--- config.mk ---
export PLATFORM = sky130hd
export DESIGN_NAME = notone_timer
export DESIGN_NICKNAME = d
export VERILOG_FILES = /design/src/rtl/notone_timer_pkg.sv /design/src/rtl/notone_period_reg.sv /design/src/rtl/notone_downcount.sv /design/src/rtl/notone_late_gate.sv /design/src/rtl/notone_timer.sv
export SDC_FILE = /design/constraint.sdc
export NUM_CORES = 1
export LEC_CHECK = 0
export ABC_AREA = 1
export BUFFER_PORTS_ARGS = -buffer_cell sky130_fd_sc_hd__buf_4
export CORE_ASPECT_RATIO = 0.75
export CORE_MARGIN = 4
export CORE_UTILIZATION = 54
export DETAILED_ROUTE_END_ITERATION = 8
export PLACE_DENSITY = 0.76
export SETUP_SLACK_MARGIN = 0.02
export SYNTH_ARGS = -nofsm -noshare
export SYNTH_HDL_FRONTEND = slang
export SYNTH_SLANG_ARGS = --single-unit
--- constraint.sdc ---
create_clock -name clk -period 1.6 [get_ports clk]
set_input_delay 0.08 -clock clk [delete_from_list [all_inputs] [get_ports clk]]
set_output_delay 0.08 -clock clk [all_outputs]
set_load 0.05 [all_outputs]
--- src/rtl/notone_timer_pkg.sv ---
package notone_timer_pkg;

   typedef enum logic [1:0] {
      NT_IDLE = 2'd0,
      NT_RUN  = 2'd1,
      NT_HOLD = 2'd2
   } nt_state_e;

endpackage

--- src/rtl/notone_period_reg.sv ---
module notone_period_reg #(
   parameter int PERIOD_W = 8
) (
   input  logic                clk,
   input  logic                rst_n,
   input  logic                wr_i,
   input  logic [PERIOD_W-1:0] data_i,
   output logic [PERIOD_W-1:0] period_o
);

   always_ff @(posedge clk or negedge rst_n) begin
      if (!rst_n) begin
         period_o <= '0;
      end else if (wr_i) begin
         period_o <= data_i;
      end
   end

endmodule

--- src/rtl/notone_downcount.sv ---
module notone_downcount #(
   parameter int PERIOD_W = 8
) (
   input  logic                clk,
   input  logic                rst_n,
   input  logic                load_i,
   input  logic [PERIOD_W-1:0] load_val_i,
   input  logic                dec_i,
   output logic                last_o
);

   localparam logic [PERIOD_W-1:0] ONE = PERIOD_W'(1);

   logic [PERIOD_W-1:0] cnt_q;

   always_ff @(posedge clk or negedge rst_n) begin
      if (!rst_n) begin
         cnt_q <= '0;
      end else if (load_i) begin
         cnt_q <= load_val_i;
      end else if (dec_i && (cnt_q > ONE)) begin
         cnt_q <= cnt_q - ONE;
      end
   end

   // Zero and one both mean "this tick ends the period".
   assign last_o = (cnt_q <= ONE);

endmodule

--- src/rtl/notone_late_gate.sv ---
module notone_late_gate #(
   parameter int FRAC_W   = 4,
   parameter bit GUARD_EN = 1'b1
) (
   input  logic              busy_i,
   input  logic [FRAC_W-1:0] frac_i,
   output logic              late_o
);

   localparam logic [FRAC_W-1:0] THR = FRAC_W'(3 * (2 ** (FRAC_W - 2)));

   generate
      if (GUARD_EN) begin : g_guard
         assign late_o = busy_i && (frac_i > THR);
      end else begin : g_noguard
         logic unused_in;
         assign unused_in = busy_i ^ (^frac_i);
         assign late_o    = 1'b0;
      end
   endgenerate

endmodule

--- src/rtl/notone_timer.sv ---
module notone_timer
   import notone_timer_pkg::*;
#(
   parameter int PERIOD_W = 8,
   parameter int FRAC_W   = 4,
   parameter bit GUARD_EN = 1'b1
) (
   input  logic                clk,
   input  logic                rst_n,
   input  logic                per_wr_i,
   input  logic [PERIOD_W-1:0] per_data_i,
   input  logic                tick_i,
   input  logic                sig_valid_i,
   input  logic                meas_done_i,
   input  logic                meas_busy_i,
   input  logic [FRAC_W-1:0]   meas_frac_i,
   input  logic                meas_abort_i,
   output logic                expire_o
);

   generate
      if (PERIOD_W < 1 || PERIOD_W > 32) begin : g_bad_period
         $error("notone_timer: PERIOD_W must be 1..32");
      end
      if (FRAC_W < 2 || FRAC_W > 16) begin : g_bad_frac
         $error("notone_timer: FRAC_W must be 2..16");
      end
   endgenerate

   nt_state_e           st_q, st_d;
   logic [PERIOD_W-1:0] period;
   logic                cnt_load, cnt_dec, cnt_last;
   logic                late, fire, expire_q;

   notone_period_reg #(.PERIOD_W(PERIOD_W)) u_period (
      .clk      (clk),
      .rst_n    (rst_n),
      .wr_i     (per_wr_i),
      .data_i   (per_data_i),
      .period_o (period)
   );

   notone_downcount #(.PERIOD_W(PERIOD_W)) u_count (
      .clk        (clk),
      .rst_n      (rst_n),
      .load_i     (cnt_load),
      .load_val_i (period),
      .dec_i      (cnt_dec),
      .last_o     (cnt_last)
   );

   notone_late_gate #(.FRAC_W(FRAC_W), .GUARD_EN(GUARD_EN)) u_late (
      .busy_i (meas_busy_i),
      .frac_i (meas_frac_i),
      .late_o (late)
   );

   always_comb begin
      st_d     = st_q;
      cnt_load = 1'b0;
      cnt_dec  = 1'b0;
      fire     = 1'b0;
      if (per_wr_i) begin
         st_d = NT_IDLE;
      end else if (meas_done_i) begin
         st_d     = NT_RUN;
         cnt_load = 1'b1;
      end else begin
         unique case (st_q)
            NT_RUN: begin
               if (tick_i && !sig_valid_i) begin
                  if (!cnt_last) begin
                     cnt_dec = 1'b1;
                  end else if (late) begin
                     st_d = NT_HOLD;
                  end else begin
                     fire = 1'b1;
                     st_d = NT_IDLE;
                  end
               end
            end
            NT_HOLD: begin
               if (meas_abort_i) begin
                  fire = 1'b1;
                  st_d = NT_IDLE;
               end
            end
            default: st_d = NT_IDLE;
         endcase
      end
   end

   always_ff @(posedge clk or negedge rst_n) begin
      if (!rst_n) begin
         st_q     <= NT_IDLE;
         expire_q <= 1'b0;
      end else begin
         st_q     <= st_d;
         expire_q <= fire;
      end
   end

   assign expire_o = expire_q;

endmodule

==> run summary, run 1 <==
Outcome -> complete, no violations
GR Overflow Total -> 0
DR iter-0 viols -> 42
Crit Path Class -> register to register
Required time worst endpoint -> 1.85 ns
Crit. End Element -> register
# port buffers -> 20
Final hold slack -> 0.06240 ns
Vias -> 1024
Die W -> 61.26 um
Final count of pins violating max slew -> 0
Slew headroom -> 83.47%
# rows -> 14
Vias in the first global route -> 890
Final Wtd Congestion -> 0.8165
Post-route ant nets -> 0
Max Cap Viol -> 0
Worst Tran Pin Value -> 0.2453 ns
Fmax -> 687.2 MHz
Worst VDD drop -> 769.4 uV
Die Footprint -> 2937 um2
Synthesized instance count -> 155
Most common cell in the synthesized netlist -> nand2_1
Die Y -> 47.94 um
Synth top area cells -> dfrtp_1 41%, nand2_1 17%, inv_1 6.2%
CTS Buf Count -> 3
Period minus WS final -> 1.455 ns
Longest Clk Path Bufs -> 2
Share of cells above drive strength 1 -> 24.06%
Mean Syn Cell Area -> 7.410 um2
First-pass GRT wire length -> 3919 um
H-Tree Depth -> 1
# setup viols final -> 0
RSZ-0062 raised after global routing -> no
Worst Hold Class -> input pin to register
Vias per cell -> 4.853
Hold Violations, Final -> 0
Sequential element share of the synthesized area -> 41.39%
Area leader, netlist -> dfrtp_1
Commonest cells post-synth -> 53 x nand2_1, 19 x dfrtp_1, 19 x inv_1, 16 x nor2_1, 12 x o21ai_0
Clock-pin slew on the worst setup and hold paths -> 0.10 ns
Post-layout util -> 71.80%
Io pins -> 21
ANT cells -> 0
Clk Latency, worst-skew pair -> 0.31 ns
Cell Area, Synth -> 1149 um2
Root buf cell -> clkbuf_4
CP Data Arrival Time -> 1.71 ns
Post-synthesis cell type count -> 20
Post-synth ARST share -> 100.0%
Core area -> 2014 um2
PD cells -> 986.6 nW/um2
Detail Placement HPWL -> 1693 um
Post-synth EDFFs -> 0
Static Leakage -> 0.7615 nW
All-Layer GR Usage -> 18.31%
Drt pass-1 iters -> 4
Pre-CTS setup slack -> 0.05657 ns
Reg2Reg Depth -> 10
Worst Setup Slack, final -> 0.1448 ns
Largest fanout on the critical path -> 13
Initial antenna violation count -> 0
Synth Net Count -> 179
Initial Util -> 57.02%
Clk sinks -> 19
P&R area growth vs syn -> 25.93%
Routed length per instance -> 10.75 um
Final period util -> 90.95%
Post-synth top flop -> dfrtp_1
Synth top area share -> 41.39%
Hold depth -> 3
Drt drc -> 0
Setup TNS -> 0 ns
Startpoint Class -> register
CTS tree -> done
Final WL -> 2268 um
Largest net degree at the start of global routing -> 20
Syn. warnings -> 0
Post-layout nets -> 212
FF+latch count, synth -> 19
Clock Skews -> 0.005967 ns
[sequential cells by signal, summed over array words and instances, names as in the netlist]
signal,flops
u_count.cnt_q,8
expire_o,1
st_q,2
u_period.period_o,8
[layout make-up]
cell class                      count  area, um2
Sequential cell                    19      475.5
Inverter                           21      78.83
Tap cell                           24      30.03
Clock inverter                      1      7.507
Clock buffer                        3      22.52
Timing Repair Buffer               31      255.2
Multi-Input combinational cell    112      576.8
Fill cell                         158      568.0
[per-stage QoR]
stage / power, W / cell area (um2) / cells
final: 0.001427 / 1446 / 211
after global routing: 0.001565 / 1446 / 211
after CTS: 0.001414 / 1418 / 209
after detailed placement: 0.001138 / 1297 / 196
after global placement: 0.001127 / 1297 / 196
after floorplan: 0.001004 / 1149 / 155
[report_power, final]
| part | switching [W] | leakage (nW) | internal [W] | total, W |
|---|---|---|---|---|
| registers | 0.0000675 | 0.239 | 0.000563 | 0.000630 |
| clock network | 0.000156 | 0.0139 | 0.0000955 | 0.000251 |
| logic | 0.000324 | 0.509 | 0.000222 | 0.000546 |
[placed cells by master, fill, tap and decap left out, drive strengths merged]
cell type and n:
clkbuf 3, dlygate4sd3 9, nand2 58, inv 21, nand4 1, a21oi 2, nor3b 1, o21ai 17
nand3 12, nand3b 1, clkinvlp 1, nor2 16, dfrtp 19, ha 4, buf 22
[what timing repair did]
item	in CTS	in global routing
endpoints found under the setup margin	0	9
endpoints found under the hold margin	27	0
hold buffers	9	0
gates resized for setup	0	6
buffers inserted	0	2
[final timing paths]
kind / slack (ns) / from / to
max: 0.14 / u_count.cnt_q[0] / u_count.cnt_q[5]
min: 0.06 / meas_abort_i / expire_o
max reg2reg: 0.14 / u_count.cnt_q[0] / u_count.cnt_q[5]
min reg2reg: 0.49 / u_period.period_o[1] / u_period.period_o[1]
max in group asynchronous: 1.24 / rst_n / u_count.cnt_q[5]
min in group asynchronous: 0.17 / rst_n / u_count.cnt_q[3]
[worst max-delay path, stage by stage (launching register included)]
cell,delay (ns)
dfrtp_1,0.42
inv_2,0.08
ha_2,0.18
nor2_1,0.05
nor2_1,0.14
nand2_1,0.10
nand3_2,0.13
nand2_8,0.11
inv_2,0.09
nand2_1,0.05
nand2_1,0.06
[kinds of logic (layout without fill, tap and decap cells)]
kind of cell | count (synthesis) | in the layout | synth area share [%]
AND/OR/NAND/NOR | 89 | 89 | 35.08
AO/OA/AOI/OAI | 19 | 19 | 9.586
buffers and inverters | 24 | 56 | 9.586
adder cells (fa/ha/maj) | 4 | 4 | 4.357
flip-flops | 19 | 19 | 41.39
[layer usage]
| metal | up-vias | wire, um | GRT usage [%] |
|---|---|---|---|
| li1 | 551 | - | - |
| met1 | 443 | 1120 | 26.94 |
| met2 | 27 | 1009 | 26.79 |
| met3 | 3 | 119 | 5.121 |
| met4 | 0 | 19 | 3.896 |
| met5 | - | 0 | 0 |
Power figures use the tool's default switching activity.
==> inputs of run 2 (changes only) <==
HOLD_SLACK_MARGIN = 0.03   (was default)
RECOVER_POWER = 50   (was default)
==> run summary, run 2 (same netlist as run 1, synthesis figures left out) <==
Outcome -> complete, no violations
Largest registers -> u_count.cnt_q x8, u_period.period_o x8, st_q x2
Reg2Reg Depth -> 10
Drt pass-1 iters -> 4
Register area -> 475.5 um2
Die Y -> 47.94 um
Largest net degree at the start of global routing -> 20
Max Cap Viol -> 0
Largest fanout on the critical path -> 13
RSZ-0062 raised after global routing -> no
# port buffers -> 20
Most frequent cells in the layout -> 53 x nand2_1, 21 x buf_4, 19 x dfrtp_1
Hold depth -> 3
All-Layer GR Usage -> 18.31%
Drt drc -> 0
Io pins -> 21
# setup viols final -> 0
Share of cells above drive strength 1 -> 23.53%
Clock Skews -> 0.005967 ns
Critical R2R Launch -> u_count.cnt_q[0]
Period minus WS final -> 1.455 ns
Vias in the first global route -> 890
P&R area growth vs syn -> 25.60%
Slowest-stage cell, CP -> dfrtp_1
Post-layout nets -> 212
Static Leakage -> 0.7579 nW
Core area -> 2014 um2
Root buf cell -> clkbuf_4
Vias -> 1023
Multi-input gate area -> 576.8 um2
CP Data Arrival Time -> 1.71 ns
PD cells -> 988.3 nW/um2
Clk Latency, worst-skew pair -> 0.31 ns
Initial Util -> 57.02%
H-Tree Depth -> 1
Initial antenna violation count -> 0
Detail Placement HPWL -> 1693 um
DR iter-0 viols -> 42
Most common cell after layout, fill and taps aside -> nand2_1
Die Footprint -> 2937 um2
# rows -> 14
GR Overflow Total -> 0
Clock-pin slew on the worst setup and hold paths -> 0.10 ns
HP Start -> meas_abort_i
CP most frequent cell -> nand2_1
Longest Clk Path Bufs -> 2
Final WL -> 2267 um
Post-route ant nets -> 0
Final count of pins violating max slew -> 0
ANT cells -> 0
CTS Buf Count -> 3
Critical R2R Capture -> u_count.cnt_q[5]
Required time worst endpoint -> 1.85 ns
Die W -> 61.26 um
Setup TNS -> 0 ns
Critical path cell sequence -> inv_2 > ha_2 > nor2_1 > nor2_1 > nand2_1 > nand3_2 > nand2_8 > inv_2 > nand2_1 > nand2_1
Startpoint Class -> register
Final period util -> 90.95%
Worst Hold Class -> input pin to register
Crit Path Class -> register to register
Worst Tran Pin Value -> 0.9865 ns
Routed length per instance -> 10.74 um
First-pass GRT wire length -> 3919 um
CTS tree -> done
Crit. End Element -> register
Hold Violations, Final -> 0
Hold endpoint -> expire_o
Register-to-Register Setup Slack -> 0.14 ns
Overall power -> 0.001426 W
Vias per cell -> 4.848
Filler instances -> 160
Worst VDD drop -> 769.0 uV
Slowest Stage Delay on Critical Path -> 0.42 ns
Fmax -> 687.2 MHz
Final Wtd Congestion -> 0.8165
Slew headroom -> 34.23%
Clk sinks -> 19
run 2: cell types whose count changed in the layout (fill, tap and decap cells not counted):
cell      delta
buf_4        -1
clkbuf_1     +1
run 2: final cells by class:
type | instances | share of cell area [%]
inverter | 21 | 5.464
clock buffer | 3 | 1.561
multi-input combinational | 112 | 39.98
clock inverter | 1 | 0.5204
timing repair buffer | 31 | 17.43
tap | 24 | 2.082
sequential | 19 | 32.96
run 2: report_power, final:
group          switching, W  total, W  internal [W]
Combinational      0.000324  0.000545      0.000221
Clock              0.000156  0.000251     0.0000955
Sequential        0.0000674  0.000630      0.000563
run 2: worst max-delay path by stage:
stage | start | to | slack [ns]
final | u_count.cnt_q[0] | u_count.cnt_q[5] | 0.14
after global routing | u_count.cnt_q[1] | u_count.cnt_q[5] | 0.04
after CTS | u_count.cnt_q[0] | u_count.cnt_q[5] | 0.04
after detailed placement | u_count.cnt_q[0] | u_count.cnt_q[5] | 0.06
after global placement | u_count.cnt_q[0] | u_count.cnt_q[6] | 0.11
after floorplan | u_count.cnt_q[0] | u_count.cnt_q[2] | 0.19
run 2: worst max-delay path: cells and delay by family, from the launching register on:
family        cells  cell delay (ns)
simple gates      7             0.64
buf+inv           2             0.17
flops             1             0.42
fa+ha+maj         1             0.18
run 2: repair_timing:
action | CTS | global route
endpoints found under the setup margin | 0 | 9
hold buffers | 9 | 0
resized for setup | 0 | 6
endpoints found under the hold margin | 27 | 0
setup buffers | 0 | 2
run 2: per-layer routing:
| metal | track usage [%] | wire (um) |
|---|---|---|
| met1 | 26.94 | 1117 |
| met2 | 26.79 | 1010 |
| met3 | 5.121 | 119 |
| met4 | 3.896 | 19 |
| met5 | 0 | 0 |
run 2: metrics by stage:
stage               hold slack (ns)  cells  instance area (um2)  util (%)  setup WS (ns)
floorplan                   -0.2156    155                 1149         -         0.1889
global placement           -0.03629    196                 1297     64.41         0.1144
detailed placement         -0.03365    196                 1297     64.41        0.05657
CTS                         0.05497    209                 1418     70.37        0.03822
global route                0.06738    211                 1443     71.61        0.03900
finish                      0.06240    211                 1443     71.61         0.1448
